## config.mk

```make
export PLATFORM = sky130hd
export DESIGN_NAME = uart_rx_fifo2
export DESIGN_NICKNAME = d
export VERILOG_FILES = /design/src/rtl/uart_rx_pkg.sv /design/src/rtl/uart_rx_tick.sv /design/src/rtl/uart_rx_deframer.sv /design/src/rtl/uart_rx_queue.sv /design/src/rtl/uart_rx_fifo2.sv
export SDC_FILE = /design/constraint.sdc
export NUM_CORES = 1
export LEC_CHECK = 0
export ABC_CLOCK_PERIOD_IN_PS = 3800
export BUFFER_PORTS_ARGS = -buffer_cell sky130_fd_sc_hd__buf_2
export CAP_MARGIN = 0
export CORE_MARGIN = 3
export CORE_UTILIZATION = 25
export CTS_CLUSTER_SIZE = 25
export DETAILED_ROUTE_END_ITERATION = 7
export PLACE_DENSITY_LB_ADDON = 0.25
export SLEW_MARGIN = 20
export SYNTH_ARGS = -nofsm -noshare
export SYNTH_HDL_FRONTEND = slang
export SYNTH_SLANG_ARGS = --single-unit
```

## constraint.sdc

```tcl
create_clock -name clk -period 3.8 [get_ports clk]
set_input_delay 0.38 -clock clk [delete_from_list [all_inputs] [get_ports clk]]
set_output_delay 0.38 -clock clk [all_outputs]
set_load 0.02 [all_outputs]
```

## src/rtl/uart_rx_pkg.sv

```systemverilog
package uart_rx_pkg;

  localparam int RX_DATA_W = 8;
  localparam int RX_OSR    = 16;
  localparam int RX_SMP_W  = $clog2(RX_OSR);
  localparam int RX_MID    = RX_OSR / 2 - 1;
  localparam int RX_LAST   = RX_OSR - 1;

  typedef struct packed {
    logic                 ovr;
    logic                 pe;
    logic                 fe;
    logic [RX_DATA_W-1:0] data;
  } rx_entry_t;

  typedef enum logic [2:0] {
    RX_IDLE,
    RX_START,
    RX_DATA,
    RX_PAR,
    RX_STOP
  } rx_state_e;

endpackage

```

## src/rtl/uart_rx_tick.sv

```systemverilog
module uart_rx_tick #(
  parameter int CLKS_PER_TICK = 54
) (
  input  logic clk,
  input  logic rst_n,
  input  logic en,
  output logic tick
);

  localparam int CW = (CLKS_PER_TICK > 1) ? $clog2(CLKS_PER_TICK) : 1;
  localparam logic [CW-1:0] TOP = CW'(CLKS_PER_TICK - 1);

  logic [CW-1:0] cnt_q, cnt_d;

  assign tick = en && (cnt_q == TOP);

  always_comb begin
    cnt_d = cnt_q;
    if (!en)       cnt_d = '0;
    else if (tick) cnt_d = '0;
    else           cnt_d = cnt_q + 1'b1;
  end

  always_ff @(posedge clk or negedge rst_n) begin
    if (!rst_n) cnt_q <= '0;
    else        cnt_q <= cnt_d;
  end

endmodule

```

## src/rtl/uart_rx_deframer.sv

```systemverilog
module uart_rx_deframer
  import uart_rx_pkg::*;
#(
  parameter bit PAR_ODD = 1'b0
) (
  input  logic      clk,
  input  logic      rst_n,
  input  logic      en,
  input  logic      tick,
  input  logic      rxd,
  input  logic      par_en,
  input  logic      accept,
  output logic      frm_valid,
  output rx_entry_t frm,
  output logic      ovr_evt
);

  localparam int BCW = $clog2(RX_DATA_W);
  localparam logic [BCW-1:0] LAST_BIT = BCW'(RX_DATA_W - 1);
  localparam logic [RX_SMP_W-1:0] S_MID  = RX_SMP_W'(RX_MID);
  localparam logic [RX_SMP_W-1:0] S_MID1 = RX_SMP_W'(RX_MID + 1);
  localparam logic [RX_SMP_W-1:0] S_MID2 = RX_SMP_W'(RX_MID + 2);
  localparam logic [RX_SMP_W-1:0] S_LAST = RX_SMP_W'(RX_LAST);

  logic                 sync1_q, sync2_q;
  rx_state_e            st_q, st_d;
  logic [RX_SMP_W-1:0]  smp_q, smp_d, idx;
  logic [BCW-1:0]       bit_q, bit_d;
  logic [RX_DATA_W-1:0] sh_q, sh_d;
  logic [1:0]           vote_q, vote_d;
  logic                 parlat_q, parlat_d;
  logic                 parbit_q, parbit_d;
  logic                 hold_q, hold_d;
  logic                 hfe_q, hfe_d;
  logic                 hpe_q, hpe_d;
  logic [RX_DATA_W-1:0] hdat_q, hdat_d;
  logic                 pend_q, pend_d;
  logic                 start_ok, maj;

  assign idx = smp_q + 1'b1;
  assign maj = (vote_q[1] & vote_q[0]) | (vote_q[1] & sync2_q) | (vote_q[0] & sync2_q);

  always_comb begin
    st_d     = st_q;
    smp_d    = smp_q;
    bit_d    = bit_q;
    sh_d     = sh_q;
    vote_d   = vote_q;
    parlat_d = parlat_q;
    parbit_d = parbit_q;
    hold_d   = hold_q;
    hfe_d    = hfe_q;
    hpe_d    = hpe_q;
    hdat_d   = hdat_q;
    pend_d   = pend_q;
    start_ok = 1'b0;
    if (accept) begin
      hold_d = 1'b0;
      pend_d = 1'b0;
    end
    if (!en) begin
      st_d   = RX_IDLE;
      smp_d  = '0;
      hold_d = 1'b0;
      pend_d = 1'b0;
    end else if (tick) begin
      case (st_q)
        RX_IDLE: begin
          if (!sync2_q) begin
            st_d     = RX_START;
            smp_d    = '0;
            parlat_d = par_en;
          end
        end
        RX_START: begin
          smp_d = idx;
          if (idx == S_MID) begin
            if (sync2_q) st_d = RX_IDLE;
            else         start_ok = 1'b1;
          end else if (idx == S_LAST) begin
            st_d  = RX_DATA;
            bit_d = '0;
          end
        end
        default: begin
          smp_d = idx;
          if (idx == S_MID || idx == S_MID1) vote_d = {vote_q[0], sync2_q};
          if (idx == S_MID2) begin
            case (st_q)
              RX_DATA: sh_d = {maj, sh_q[RX_DATA_W-1:1]};
              RX_PAR:  parbit_d = maj;
              default: begin
                hold_d = 1'b1;
                hfe_d  = !maj;
                hpe_d  = parlat_q & ((^sh_q) ^ parbit_q ^ PAR_ODD);
                hdat_d = sh_q;
                st_d   = RX_IDLE;
              end
            endcase
          end
          if (idx == S_LAST) begin
            case (st_q)
              RX_DATA: begin
                if (bit_q == LAST_BIT) st_d = parlat_q ? RX_PAR : RX_STOP;
                else                   bit_d = bit_q + 1'b1;
              end
              RX_PAR:  st_d = RX_STOP;
              default: st_d = st_q;
            endcase
          end
        end
      endcase
    end
    if (start_ok && hold_q && !accept) begin
      hold_d = 1'b0;
      pend_d = 1'b1;
    end
  end

  assign ovr_evt   = start_ok && hold_q && !accept;
  assign frm_valid = hold_q;
  assign frm       = '{ovr: pend_q, pe: hpe_q, fe: hfe_q, data: hdat_q};

  always_ff @(posedge clk or negedge rst_n) begin
    if (!rst_n) begin
      sync1_q  <= 1'b1;
      sync2_q  <= 1'b1;
      st_q     <= RX_IDLE;
      smp_q    <= '0;
      bit_q    <= '0;
      sh_q     <= '0;
      vote_q   <= '0;
      parlat_q <= 1'b0;
      parbit_q <= 1'b0;
      hold_q   <= 1'b0;
      hfe_q    <= 1'b0;
      hpe_q    <= 1'b0;
      hdat_q   <= '0;
      pend_q   <= 1'b0;
    end else begin
      sync1_q  <= rxd;
      sync2_q  <= sync1_q;
      st_q     <= st_d;
      smp_q    <= smp_d;
      bit_q    <= bit_d;
      sh_q     <= sh_d;
      vote_q   <= vote_d;
      parlat_q <= parlat_d;
      parbit_q <= parbit_d;
      hold_q   <= hold_d;
      hfe_q    <= hfe_d;
      hpe_q    <= hpe_d;
      hdat_q   <= hdat_d;
      pend_q   <= pend_d;
    end
  end

  // a dropped character leaves the holding slot empty and arms the mark
  p_drop_arms_mark_r9: assert property (@(posedge clk) disable iff (!rst_n)
    ovr_evt |=> (pend_q && !hold_q));

  // a disabled receiver returns to idle with nothing waiting
  p_idle_when_off_r3: assert property (@(posedge clk) disable iff (!rst_n)
    !en |=> (st_q == RX_IDLE && !hold_q && !pend_q));

  // a start that fails the mid-bit check produces no frame
  p_false_start_r5: assert property (@(posedge clk) disable iff (!rst_n)
    (en && tick && st_q == RX_START && idx == S_MID && sync2_q) |=> st_q == RX_IDLE);

endmodule

```

## src/rtl/uart_rx_queue.sv

```systemverilog
module uart_rx_queue
  import uart_rx_pkg::*;
#(
  parameter int DEPTH = 2
) (
  input  logic                 clk,
  input  logic                 rst_n,
  input  logic                 flush,
  input  logic                 push,
  input  rx_entry_t            push_ent,
  input  logic                 pop,
  output rx_entry_t            head,
  output logic                 empty,
  output logic                 full,
  output logic [RX_DATA_W-1:0] last_data
);

  localparam int PW = (DEPTH > 1) ? $clog2(DEPTH) : 1;
  localparam int CW = $clog2(DEPTH + 1);
  localparam logic [PW-1:0] PTR_TOP = PW'(DEPTH - 1);
  localparam logic [CW-1:0] CNT_MAX = CW'(DEPTH);

  rx_entry_t            mem_q [DEPTH];
  logic [PW-1:0]        wr_q, wr_d, rd_q, rd_d;
  logic [CW-1:0]        cnt_q, cnt_d;
  logic [RX_DATA_W-1:0] last_q, last_d;
  logic                 pop_eff, push_eff;

  assign empty    = (cnt_q == '0);
  assign full     = (cnt_q == CNT_MAX);
  assign pop_eff  = pop && !empty && !flush;
  assign push_eff = push && !flush && (!full || pop_eff);
  assign head     = mem_q[rd_q];
  assign last_data = last_q;

  always_comb begin
    wr_d   = wr_q;
    rd_d   = rd_q;
    cnt_d  = cnt_q;
    last_d = last_q;
    if (flush) begin
      wr_d  = '0;
      rd_d  = '0;
      cnt_d = '0;
    end else begin
      if (push_eff) wr_d = (wr_q == PTR_TOP) ? '0 : wr_q + 1'b1;
      if (pop_eff) begin
        rd_d   = (rd_q == PTR_TOP) ? '0 : rd_q + 1'b1;
        last_d = head.data;
      end
      case ({push_eff, pop_eff})
        2'b10:   cnt_d = cnt_q + 1'b1;
        2'b01:   cnt_d = cnt_q - 1'b1;
        default: cnt_d = cnt_q;
      endcase
    end
  end

  always_ff @(posedge clk or negedge rst_n) begin
    if (!rst_n) begin
      wr_q   <= '0;
      rd_q   <= '0;
      cnt_q  <= '0;
      last_q <= '0;
    end else begin
      wr_q   <= wr_d;
      rd_q   <= rd_d;
      cnt_q  <= cnt_d;
      last_q <= last_d;
    end
  end

  always_ff @(posedge clk) begin
    if (push_eff) mem_q[wr_q] <= push_ent;
  end

  // occupancy never exceeds the depth
  p_count_bound_r1: assert property (@(posedge clk) disable iff (!rst_n)
    cnt_q <= CNT_MAX);

  // a lone pop of a non-empty queue removes one entry
  p_pop_advance_r1: assert property (@(posedge clk) disable iff (!rst_n)
    (pop && !empty && !push && !flush) |=> (cnt_q == $past(cnt_q) - 1'b1));

  // a pop on an empty queue leaves every piece of state alone
  p_empty_pop_still_r11: assert property (@(posedge clk) disable iff (!rst_n)
    (pop && empty && !push && !flush) |=> (empty && $stable(last_q) && $stable(rd_q)));

endmodule

```

## src/rtl/uart_rx_fifo2.sv

```systemverilog
module uart_rx_fifo2
  import uart_rx_pkg::*;
#(
  parameter int CLKS_PER_TICK = 54,
  parameter int FIFO_DEPTH    = 2,
  parameter bit PAR_ODD       = 1'b0
) (
  input  logic                 clk,
  input  logic                 rst_n,
  input  logic                 rx_en,
  input  logic                 par_en,
  input  logic                 rxd,
  input  logic                 rd_pop,
  output logic [RX_DATA_W-1:0] rd_data,
  output logic                 rx_ready,
  output logic                 err_frame,
  output logic                 err_parity,
  output logic                 err_overrun
);

  logic                 tick;
  logic                 frm_valid, ovr_evt, accept;
  rx_entry_t            frm, head;
  logic                 empty, full;
  logic [RX_DATA_W-1:0] last_data;

  uart_rx_tick #(.CLKS_PER_TICK(CLKS_PER_TICK)) i_tick (
    .clk  (clk),
    .rst_n(rst_n),
    .en   (rx_en),
    .tick (tick)
  );

  uart_rx_deframer #(.PAR_ODD(PAR_ODD)) i_deframer (
    .clk      (clk),
    .rst_n    (rst_n),
    .en       (rx_en),
    .tick     (tick),
    .rxd      (rxd),
    .par_en   (par_en),
    .accept   (accept),
    .frm_valid(frm_valid),
    .frm      (frm),
    .ovr_evt  (ovr_evt)
  );

  assign accept = rx_en && frm_valid && (!full || (rd_pop && !empty));

  uart_rx_queue #(.DEPTH(FIFO_DEPTH)) i_queue (
    .clk      (clk),
    .rst_n    (rst_n),
    .flush    (!rx_en),
    .push     (accept),
    .push_ent (frm),
    .pop      (rd_pop),
    .head     (head),
    .empty    (empty),
    .full     (full),
    .last_data(last_data)
  );

  assign rx_ready    = !empty;
  assign rd_data     = empty ? last_data : head.data;
  assign err_frame   = !empty && head.fe;
  assign err_parity  = !empty && head.pe;
  assign err_overrun = !empty && head.ovr;

  // the queue reads empty one clock after the receiver is disabled
  p_flush_empties_r3: assert property (@(posedge clk) disable iff (!rst_n)
    !rx_en |=> !rx_ready);

  // no error mark is visible without a head character
  p_flags_quiet_r12: assert property (@(posedge clk) disable iff (!rst_n)
    !rx_ready |-> !(err_frame || err_parity || err_overrun));

  // a character is dropped only while the queue is full
  p_drop_only_full_r9: assert property (@(posedge clk) disable iff (!rst_n)
    ovr_evt |-> full);

endmodule

```

==> flow_metrics.tcl <==
set metrics [dict create \
    crit_path_start_kind "flop" \
    grt_pass1_vias 2346 \
    critPathKind "flop to flop" \
    cts_root_buf "clkbuf_16" \
    die_y_um 129 \
    leakagePower_nw 1.87 \
    synth_top_cell_area_share_pct 34.5 \
    final-setup-viol-count 0 \
    die_area_mm2 0.0166 \
    diodes 0 \
    drv_cap 0 \
    syn_avg_cell_area_um2 11.7 \
    antenna_found_initial 0 \
    grt_pass1_wl_um 11900 \
    finalCriticalPeriod_ns 2.24 \
    fmax_ghz 0.446 \
    antenna_left 0 \
    cts_inserted_buffers 9 \
    grt_use_met2_pct 14.1 \
    async_flop_share_pct 71.1 \
    p_sw_mw 0.475 \
    synth_cell_types 64 \
    clkPwrFrac_pct 45.3 \
    critPathSlowestCell "dfrtp_1" \
    vias 2426 \
    final_area_mm2 0.00432 \
    cts_sinks 76 \
    track_usage_pct 9.14 \
    rsz0062_at_grt "false" \
    placed_area_mm2 0.00402 \
    post_cts_buffers 0 \
    io_buffers 17 \
    clk-insertion-delay-late_ns 0.33 \
    maxSlewHeadroom_pct 47.6 \
    clk_path_buf_depth 2 \
    initial_core_util_pct 25.7 \
    crit_fanout 15 \
    ir_worst_vdd_uv 240 \
    p_comb_share_pct 7.6 \
    multi_input_area_mm2 0.00164 \
    sw_frac_of_total_pct 25.1 \
    areaGrowthSynthToFinish_pct 14.8 \
    crit_family "simple AND/OR/NAND/NOR gates" \
    crit_arrival_ns 2.46 \
    top_usage_layer "met2" \
    synthesis.nets 337 \
    drc_errors 0 \
    internal-power_mw 1.42 \
    finClkSkew_ns 0.00511 \
    register_area_mm2 0.00201 \
    fin_tns_setup_ns 0 \
    wl_per_cell_um 13.4 \
    drtIter0Drc 200 \
    hp-class "input port to async pin" \
    critPathMaxStageDelay_ns 0.72 \
    htree_num_levels 3 \
    synth_ff_type "dfrtp_1" \
    use_met3_pct 2.53 \
    hold_viol 0 \
    io_pins 18 \
    coreArea_mm2 0.0146 \
    ys_ff_latch 76 \
    ctsHoldBuffers 0 \
    synth_top_area_cell "dfrtp_1" \
    dr.pass1.iters 6 \
    synth_area_mm2 0.00377 \
    routed_wl_um 7060 \
    fin_nets 353 \
    grt_use_met1_pct 12.2 \
    power.density_mw_per_mm2 437 \
    cts_tree "done" \
    crit_chain "nor2_1 > a21boi_1 > nand3_1 > nor4_4 > mux2_2" \
    maxSlewViolCount 0 \
    cts.reportedPaths.clkPinSlew_ns 0.06 \
    overflow 0 \
    synth-edff-count 22 \
    yosysWarnings 0 \
    seqPwrFrac_pct 47.2 \
    syn_inst 323 \
    fillers 1506 \
    critPathBufInv 0 \
    crit_path_end_kind "flop" \
    drive_above_1_share_pct 21.2 \
    grt_max_degree 31 \
    num_rows 44 \
    die_w_um 129 \
    ys_seq_area_share_pct 53.5 \
    cts_resized 0 \
    place_hpwl_um 5000 \
    status "complete, no violations" \
    post-route-period-util_pct 59.0 \
    routed_via_density 4.59 \
    synthTopCellsByArea "dfrtp_1 35%, edfxtp_1 18%, mux2_2 6.9%, mux2i_1 3.2%, nor2_1 2.7%" \
    worstMarginPinSlew_ns 0.784 \
    globalplace.congestion 0.837 \
    worstPathRequired_ns 4.02 \
]
## final cells by class
type | instances | area share, %
flip-flops and latches | 76 | 46.6
multi-input cells | 222 | 37.8
well taps | 184 | 5.32
clock buffers | 9 | 5.21
repair buffers | 19 | 2.31
clock inverters | 7 | 1.77
inverters | 11 | 0.955
## synthesized netlist by cell type, types with 2 or more instances
| cell type | instances |
|---|---|
| dfrtp_1 | 52 |
| nor2_1 | 27 |
| nand2_1 | 26 |
| mux2_2 | 23 |
| edfxtp_1 | 22 |
| o21ai_0 | 18 |
| a21oi_1 | 14 |
| mux2i_1 | 12 |
| inv_1 | 11 |
| nand3_1 | 11 |
| xnor2_1 | 11 |
| ha_1 | 8 |
| nor2b_1 | 7 |
| nand2b_1 | 6 |
| clkbuf_1 | 5 |
| nand4_1 | 4 |
| and2_1 | 3 |
| buf_2 | 3 |
| buf_4 | 3 |
| nor3b_1 | 3 |
| o211ai_1 | 3 |
| xor2_1 | 3 |
| a21boi_1 | 2 |
| a21oi_4 | 2 |
| and3_1 | 2 |
| buf_1 | 2 |
| dfstp_2 | 2 |
| o31ai_1 | 2 |
## metal layers
layer | share of wire, % | routed length [µm]
met4 | 1.6 | 114
met1 | 49 | 3480
met3 | 3.9 | 272
met2 | 45 | 3190
met5 | 0 | 0
## through the flow
stage	worst slack [ns]	utilization [%]	instances	hold WS [ns]	total power, mW
global placement	1.63	27.5	512	0.347	1.05
detailed placement	1.60	27.5	512	0.348	1.05
finish	1.56	29.5	528	0.0946	1.89
floorplan	1.54	-	323	0.0844	1.01
global route	1.39	29.5	528	0.132	1.98
CTS	1.58	29.5	528	0.130	1.92
## flip-flops by register name, indices dropped and copies added, names as in the netlist, 2 cells and up
register and count:
i_deframer.smp_q 4, i_tick.cnt_q 6, i_deframer.hdat_q 8, i_queue.mem_q 22
i_deframer.st_q 3, i_queue.last_data 8, i_deframer.vote_q 2, i_deframer.sh_q 8
i_queue.cnt_q 2, i_deframer.bit_q 3
## worst paths after layout
| path | from | end | slack (ns) | cells after the start |
|---|---|---|---|---|
| hold / removal | rst_n | i_tick.cnt_q[2] | 0.09 | 1 |
| max in group asynchronous | rst_n | i_queue.rd_q | 2.90 | 2 |
| hold reg to reg | i_deframer.sync1_q | i_deframer.sync2_q | 0.35 | 0 |
| setup / recovery | i_deframer.st_q[2] | i_deframer.bit_q[0] | 1.56 | 5 |
| min in group clk | rxd | i_deframer.sync1_q | 0.15 | 1 |
| setup reg to reg | i_deframer.st_q[2] | i_deframer.bit_q[0] | 1.56 | 5 |
## logic make-up (layout without fill, tap and decap cells)
family / Yosys count / count (layout) / share of synthesized area (%)
mux: 35 / 35 / 10.1
compound gates: 62 / 62 / 12.3
fa+ha+maj: 9 / 9 / 2.92
simple gates: 102 / 102 / 14.9
xor+xnor: 14 / 14 / 3.25
buf+inv: 25 / 46 / 3.09
flops: 76 / 76 / 53.5
## cell usage in the layout, fill, tap and decap left out, types with 2 or more instances in the layout
cell,Yosys,routed
dfrtp_1,52,52
nor2_1,27,27
nand2_1,26,26
mux2_2,23,23
edfxtp_1,22,22
o21ai_0,18,18
buf_2,3,17
a21oi_1,14,14
mux2i_1,12,12
inv_1,11,11
nand3_1,11,11
xnor2_1,11,11
clkbuf_16,0,9
ha_1,8,8
nor2b_1,7,7
nand2b_1,6,6
nand4_1,4,4
xor2_1,3,3
nor3b_1,3,3
and2_1,3,3
o211ai_1,3,3
clkinv_4,0,3
and3_1,2,2
a21oi_4,2,2
a21boi_1,2,2
o31ai_1,2,2
dfstp_2,2,2
buf_4,3,2
## power groups by stage
stage | Combinational [mW] | Sequential (mW) | Clock [mW]
after global placement | 0.144 | 0.907 | 0
after detailed placement | 0.144 | 0.906 | 0
after floorplan | 0.134 | 0.876 | 0
after CTS | 0.145 | 0.891 | 0.881
final | 0.143 | 0.892 | 0.856
after global routing | 0.161 | 0.896 | 0.920
Note: power is estimated with default switching activity, not from simulation.
